[src/rtl/lirq_pkg.sv]
package lirq_pkg;

  localparam int RUN_W   = 4;
  localparam int MAX_RUN = 8;

  typedef enum logic [1:0] {
    CH_NONE  = 2'b00,
    CH_GREEN = 2'b01,
    CH_RED   = 2'b10,
    CH_BLUE  = 2'b11
  } chan_sel_e;

  function automatic logic [RUN_W-1:0] run_len(input logic [1:0] code);
    return RUN_W'(1) << code;
  endfunction

endpackage

[src/rtl/lirq_window.sv]
module lirq_window
  import lirq_pkg::*;
#(
  parameter int DW = 16
) (
  input  chan_sel_e         chan,
  input  logic [DW-1:0]     red_res,
  input  logic [DW-1:0]     green_res,
  input  logic [DW-1:0]     blue_res,
  input  logic [DW-1:0]     win_lo,
  input  logic [DW-1:0]     win_hi,
  output logic              hit
);

  localparam int NCH = 3;

  logic [DW-1:0]  res [NCH];
  logic [NCH-1:0] outside;

  assign res[0] = green_res;
  assign res[1] = red_res;
  assign res[2] = blue_res;

  for (genvar g = 0; g < NCH; g++) begin : g_cmp
    assign outside[g] = (res[g] < win_lo) || (res[g] > win_hi);
  end

  always_comb begin
    case (chan)
      CH_GREEN: hit = outside[0];
      CH_RED:   hit = outside[1];
      CH_BLUE:  hit = outside[2];
      default:  hit = 1'b0;
    endcase
  end

endmodule

[src/rtl/lirq_persist.sv]
module lirq_persist
  import lirq_pkg::*;
(
  input  logic       clk,
  input  logic       rst_n,
  input  logic       conv_acc,
  input  logic       hit,
  input  logic [1:0] persist,
  input  logic       cfg_change,
  output logic       fire
);

  logic [RUN_W-1:0] cnt_q, cnt_d, base, nxt, need;

  assign need = run_len(persist);
  assign base = cfg_change ? '0 : cnt_q;
  assign nxt  = base + RUN_W'(1);
  assign fire = conv_acc && hit && (nxt >= need);

  always_comb begin
    cnt_d = base;
    if (conv_acc) begin
      if (hit && !fire) cnt_d = nxt;
      else              cnt_d = '0;
    end
  end

  always_ff @(posedge clk or negedge rst_n) begin
    if (!rst_n) cnt_q <= '0;
    else        cnt_q <= cnt_d;
  end

  assert_run_below_limit_R4: assert property (@(posedge clk) disable iff (!rst_n)
    cnt_q < RUN_W'(MAX_RUN));

  assert_inwindow_restart_R5: assert property (@(posedge clk) disable iff (!rst_n)
    $past(rst_n) && $past(conv_acc && !hit) |-> cnt_q == '0);

  assert_cfg_restart_R6: assert property (@(posedge clk) disable iff (!rst_n)
    $past(rst_n) && $past(cfg_change && !conv_acc) |-> cnt_q == '0);

endmodule

[src/rtl/lirq_flag.sv]
module lirq_flag (
  input  logic clk,
  input  logic rst_n,
  input  logic set,
  input  logic clr,
  output logic flag,
  output logic pin_n
);

  logic flag_q, pin_q;

  always_ff @(posedge clk or negedge rst_n) begin
    if (!rst_n) begin
      flag_q <= 1'b0;
      pin_q  <= 1'b1;
    end else if (set) begin
      flag_q <= 1'b1;
      pin_q  <= 1'b0;
    end else if (clr) begin
      flag_q <= 1'b0;
      pin_q  <= 1'b1;
    end
  end

  assign flag  = flag_q;
  assign pin_n = pin_q;

  assert_pin_polarity_R7: assert property (@(posedge clk) disable iff (!rst_n)
    pin_n == !flag);

  assert_hold_until_read_R7: assert property (@(posedge clk) disable iff (!rst_n)
    $past(rst_n) && $past(flag && !clr) |-> flag);

  assert_clear_on_read_R7: assert property (@(posedge clk) disable iff (!rst_n)
    $past(rst_n) && $past(clr && !set) |-> !flag);

  assert_set_wins_R8: assert property (@(posedge clk) disable iff (!rst_n)
    $past(rst_n) && $past(set) |-> flag);

endmodule

[src/rtl/light_irq_ctrl.sv]
module light_irq_ctrl
  import lirq_pkg::*;
#(
  parameter int DW = 16
) (
  input  logic          clk,
  input  logic          rst_n,
  input  logic          conv_valid,
  output logic          conv_ready,
  input  logic [DW-1:0] red_res,
  input  logic [DW-1:0] green_res,
  input  logic [DW-1:0] blue_res,
  input  logic [DW-1:0] win_lo,
  input  logic [DW-1:0] win_hi,
  input  logic [7:0]    cfg_byte,
  input  logic          stat_rd_done,
  output logic          irq_flag,
  output logic          irq_n
);

  localparam int KEY_W = 4;

  chan_sel_e        chan;
  logic [1:0]       persist;
  logic             done_en;
  logic [KEY_W-1:0] key_q;
  logic             cfg_change, conv_acc, hit, win_fire, set;

  assign chan       = chan_sel_e'(cfg_byte[1:0]);
  assign persist    = cfg_byte[3:2];
  assign done_en    = cfg_byte[4];
  assign conv_ready = 1'b1;
  assign conv_acc   = conv_valid && conv_ready;
  assign cfg_change = cfg_byte[KEY_W-1:0] != key_q;

  always_ff @(posedge clk or negedge rst_n) begin
    if (!rst_n) key_q <= '0;
    else        key_q <= cfg_byte[KEY_W-1:0];
  end

  lirq_window #(.DW(DW)) u_window (
    .chan      (chan),
    .red_res   (red_res),
    .green_res (green_res),
    .blue_res  (blue_res),
    .win_lo    (win_lo),
    .win_hi    (win_hi),
    .hit       (hit)
  );

  lirq_persist u_persist (
    .clk        (clk),
    .rst_n      (rst_n),
    .conv_acc   (conv_acc),
    .hit        (hit),
    .persist    (persist),
    .cfg_change (cfg_change),
    .fire       (win_fire)
  );

  assign set = win_fire || (conv_acc && done_en);

  lirq_flag u_flag (
    .clk   (clk),
    .rst_n (rst_n),
    .set   (set),
    .clr   (stat_rd_done),
    .flag  (irq_flag),
    .pin_n (irq_n)
  );

  assert_fire_needs_source_R10: assert property (@(posedge clk) disable iff (!rst_n)
    $rose(irq_flag) |-> $past(conv_valid && (cfg_byte[4] || cfg_byte[1:0] != 2'b00)));

  assert_rsvd_ignored_R11: assert property (@(posedge clk) disable iff (!rst_n)
    $past(rst_n) && ($past(cfg_byte[7:5]) != cfg_byte[7:5]) &&
    ($past(cfg_byte[3:0]) == cfg_byte[3:0]) |-> !cfg_change);

endmodule

[config.mk]
export PLATFORM = sky130hd
export DESIGN_NAME = light_irq_ctrl
export DESIGN_NICKNAME = d
export VERILOG_FILES = /design/src/rtl/lirq_pkg.sv /design/src/rtl/lirq_window.sv /design/src/rtl/lirq_persist.sv /design/src/rtl/lirq_flag.sv /design/src/rtl/light_irq_ctrl.sv
export SDC_FILE = /design/constraint.sdc
export NUM_CORES = 1
export LEC_CHECK = 0
export BUFFER_PORTS_ARGS = -buffer_cell sky130_fd_sc_hd__clkbuf_2
export CELL_PAD_IN_SITES_DETAIL_PLACEMENT = 1
export CELL_PAD_IN_SITES_GLOBAL_PLACEMENT = 1
export CORE_MARGIN = 5
export CORE_UTILIZATION = 41
export DETAILED_ROUTE_END_ITERATION = 10
export GPL_TIMING_DRIVEN = 0
export PLACE_DENSITY = 0.95
export SLEW_MARGIN = 20
export SYNTH_ARGS = -nofsm -noshare
export SYNTH_HDL_FRONTEND = slang
export SYNTH_SLANG_ARGS = --single-unit
[constraint.sdc]
create_clock -name clk -period 4.7 [get_ports clk]
set_input_delay 1.175 -clock clk [delete_from_list [all_inputs] [get_ports clk]]
set_output_delay 1.175 -clock clk [all_outputs]
set_load 0.03 [all_outputs]
==> impl_summary.log <==
[metrics] flip-flop and latch count after synthesis: 10
[metrics] maximum net fanout on the critical path: 5
[metrics] cell taking the most area after synthesis: sky130_fd_sc_hd__ha_1
[metrics] total of buffers placed on input and output ports: 90
[metrics] number of buffers inserted during clock tree synthesis: 3
[metrics] number of distinct standard cells referenced by the synthesized netlist: 45
[metrics] share of synthesized area occupied by flip-flops and latches: 0.0908
[metrics] Post-Synthesis Cells: 330
[metrics] overall die area: between 0.008 and 0.009 mm2
[metrics] internal power component: about 0.27 mW
[metrics] minimum period implied by the final worst setup slack: 3.95 ns
[metrics] IO Count: 95
[metrics] root buffer cell: sky130_fd_sc_hd__clkbuf_8
[metrics] number of gates resized after cts: 0
[metrics] Die Height: 92.2 um
[metrics] min-delay worst type: flop to flop
[metrics] setup repair after global routing missed its margin: false
[metrics] Area contributors post-synth: sky130_fd_sc_hd__ha_1 44%, sky130_fd_sc_hd__dfrtp_1 8.1%, sky130_fd_sc_hd__a21oi_1 5.2%
[metrics] cell at the slowest stage of the critical path: sky130_fd_sc_hd__nor4_1
[metrics] hold depth: 2
[metrics] setup slack after placement: about 0.57 ns
[metrics] R2R Setup Slk: 1.47 ns
[metrics] Cell Chain, Critical Path: clkbuf_2 -> xor2_1 -> nor4_1 -> and2_1 -> ha_1 -> ha_1 -> a21o_1 -> a21o_1 -> a21oi_1 -> and2_1 -> o2111ai_1 -> o211ai_1
[metrics] leftover overflow at the end of global routing: 0
[metrics] share of async-settable or async-resettable flops after synthesis: 1.00
[metrics] mapped cell area: ~0.0028 mm2
[metrics] 1st-iter DRT viols: 82
[metrics] share of the clock period used by the worst path: 0.841
[metrics] leading register cell type out of synthesis: sky130_fd_sc_hd__dfrtp_1
[metrics] Max Clock Skew: 0.00344 ns
[metrics] TritonCTS clock tree: done
[metrics] initial core utilization: 0.414
[metrics] cell depth of the worst flop-to-flop path: 11
[metrics] Buf/Inv on CP: 1
[metrics] via count of the first global-routing pass: 3,333
[metrics] crit-path max cell delay: 0.63 ns
[metrics] number of iterations in the first detailed-routing pass: 4
[metrics] GRT Total Usage: 0.224
[metrics] transition at the pin with the smallest max-transition slack: 0.687 ns
[metrics] Core Rows: 30
[metrics] die width: 92.2 um
[metrics] H-tree level count: 1
[metrics] critical path start-end classification: input pin to flop
[metrics] critical hold path startpoint: u_flag.flag
[metrics] commonest non-fill, non-tap cell in the layout: sky130_fd_sc_hd__ha_1
[metrics] number of antenna repair diodes: 0
[metrics] total of endpoints with negative setup slack in the final report: 0
[metrics] utilization after layout: 0.504
[metrics] # Max-Cap Violations: 0
[metrics] worst min-delay path endpoint: u_flag.flag
[metrics] maximum number of pins on one net before global-route repair: 11
[metrics] Critical Path Source Type: input pin
[metrics] Crit path arrival time: 4.10 ns
[metrics] maximum vdd ir drop: 0.0000795 V
[metrics] capture point of the worst reg-to-reg path: u_persist.cnt_q[1]
[metrics] area share of the leading cell type in the synthesized netlist: 0.443
[metrics] placeable core region: 0.00668 mm2
[metrics] final estimated routing congestion in global placement: 0.908
[metrics] first-pass GRT wire length: 15,600 um
[metrics] largest delay contributor family on the critical path: simple AND/OR/NAND/NOR gates
[metrics] result of the run: finished, final reports clean
[metrics] accumulated negative setup slack: 0 ns
[metrics] postcts setup bufs: 0
[metrics] endpoint type of the worst setup path: flop
[metrics] Mapped Nets: 520
[metrics] HPWL after detailed placement: around 8400 um
[metrics] insertion delay to the later sink of the worst-skew pair: 0.24 ns
[metrics] Final nets: 615
[metrics] Yosys warning count: 0
[metrics] Post-route DRC: 0
[metrics] Max-Slew Margin vs Limit: 0.538
[metrics] clock input transition at the sequential cells of the worst setup and hold paths: 0.05 ns
[metrics] ratio of cells with drive above 1 in the final layout: 0.238
[metrics] Logic pwr share: 0.582
[metrics] switching share of power: 0.418
[metrics] part of the total power dissipated in sequential elements: 0.207
[metrics] number of max-slew violations in the final report: 0
[metrics] initial antenna violation count: 0
[metrics] final worst setup slack: 0.746 ns
[metrics] EDFF count, synth: 0
[metrics] DR WL/cell: 18.6 um
[metrics] Reg2Reg Launch Point: key_q[0]
[metrics] per-cell via count in the routed design: 5.86
[metrics] highest-count cells in the layout ignoring fill and taps: 98 x sky130_fd_sc_hd__ha_1, 90 x sky130_fd_sc_hd__clkbuf_2, 36 x sky130_fd_sc_hd__inv_1
[metrics] NetSw: 0.192 mW
[metrics] number of hold buffers added after cts: 0
[metrics] power density relative to cell area: around 140 mW/mm2
[metrics] average footprint of a synthesized cell: 8.39 um2
[metrics] Num Clock Sinks: 10
[metrics] number of hold violations in the final report: 0
[metrics] routed wire length: 9360 um
[metrics] Synth-to-Final Area Change: 21.5%
[metrics] highest achievable clock rate: around 250 MHz
[metrics] clk buf depth: 2
[metrics] leakage power figure: 1.88 nW
[metrics] part of the total power dissipated in the clock network: 0.211
[metrics] Worst Path Required: 4.85 ns
[metrics] Via Count: 2,955
[metrics] antenna-violating nets left: 0
==> worst register-to-register path: cells and delay by family, from the launching register on <==
family	cells	cell delay [ns]
fa+ha+maj	2	0.64
compound gates	5	0.81
simple gates	3	1.17
flops	1	0.37
xor+xnor	1	0.15
==> through the flow <==
stage	instance area [um2]	cells	power (mW)	hold slack, ns
3_5_place_dp	3320	500	0.361	0.506
6_report	3360	504	0.460	0.519
5_1_grt	3360	504	0.502	0.554
3_3_place_gp	3320	500	0.340	0.488
4_1_cts	3360	504	0.461	0.521
2_1_floorplan	2770	330	0.251	0.481
==> sequential cells by signal, summed over array words and instances, names as in the netlist <==
register         flops
key_q                4
u_flag.pin_n         1
u_flag.flag          1
u_persist.cnt_q      4
==> metal layers <==
metal	vias up	wire length, um	global-route usage
li1	1443	-	-
met2	89	4640	0.420
met1	1402	4110	0.263
met4	0	188	0.0557
met5	-	0	0
met3	21	416	0.0328
==> how the worst max path moves through the flow <==
stage | start | to | slack [ns] | cells past startpoint
global placement | cfg_byte[0] | u_persist.cnt_q[1] | 0.72 | 12
floorplan | cfg_byte[0] | u_persist.cnt_q[1] | 1.21 | 11
finish | cfg_byte[0] | u_persist.cnt_q[1] | 0.75 | 12
CTS | cfg_byte[0] | u_persist.cnt_q[1] | 0.79 | 12
global route | cfg_byte[1] | u_persist.cnt_q[1] | 0.57 | 12
detailed placement | cfg_byte[0] | u_persist.cnt_q[1] | 0.57 | 12
==> area by class of cell <==
cell class / count / area, um2
repair buffers: 90 / 450
well taps: 80 / 100
inverters: 36 / 135
multi-input cells: 283 / 2370
plain buffers: 1 / 7.51
fillers: 889 / 3320
flip-flops and latches: 10 / 251
clock buffers: 4 / 45.0
==> cells in the mapped netlist (2+ instances only) <==
cell                        count
sky130_fd_sc_hd__a2111oi_0      2
sky130_fd_sc_hd__a211o_1        2
sky130_fd_sc_hd__a211oi_1       5
sky130_fd_sc_hd__a21boi_0       2
sky130_fd_sc_hd__a21o_1        11
sky130_fd_sc_hd__a21oi_1       29
sky130_fd_sc_hd__a21oi_2        2
sky130_fd_sc_hd__a221oi_1       4
sky130_fd_sc_hd__and2_1         3
sky130_fd_sc_hd__and3_1         4
sky130_fd_sc_hd__and4_1         3
sky130_fd_sc_hd__dfrtp_1        9
sky130_fd_sc_hd__ha_1          98
sky130_fd_sc_hd__inv_1         36
sky130_fd_sc_hd__nand2_1       21
sky130_fd_sc_hd__nand2b_1       8
sky130_fd_sc_hd__nand3_1       15
sky130_fd_sc_hd__nand4_1       12
sky130_fd_sc_hd__nor2_1         5
sky130_fd_sc_hd__nor2b_1        6
sky130_fd_sc_hd__nor3_1         3
sky130_fd_sc_hd__o2111a_1       2
sky130_fd_sc_hd__o2111ai_1      3
sky130_fd_sc_hd__o211ai_1       7
sky130_fd_sc_hd__o21ai_0       12
sky130_fd_sc_hd__o21bai_1       2
sky130_fd_sc_hd__o31ai_1        2
sky130_fd_sc_hd__xor2_1         5
==> kinds of logic (layout without fill, tap and decap cells) <==
kind of cell    count (synthesis)  after routing  synth area share
flops                          10             10            0.0908
fa+ha+maj                      98             98             0.443
compound gates                 93             93             0.229
simple gates                   85             85             0.165
buf+inv                        37            131            0.0515
other cells                     1              1           0.00135
xor+xnor                        6              6            0.0190
==> power groups by stage <==
stage                     combinational (mW)  clock [mW]  sequential [mW]
after floorplan                        0.150           0            0.101
after global placement                 0.244           0           0.0955
after detailed placement               0.264           0           0.0962
after CTS                              0.268      0.0983           0.0950
after global routing                   0.303       0.104           0.0954
final                                  0.268      0.0969           0.0950
No activity file was read; power rests on OpenSTA's default activity.
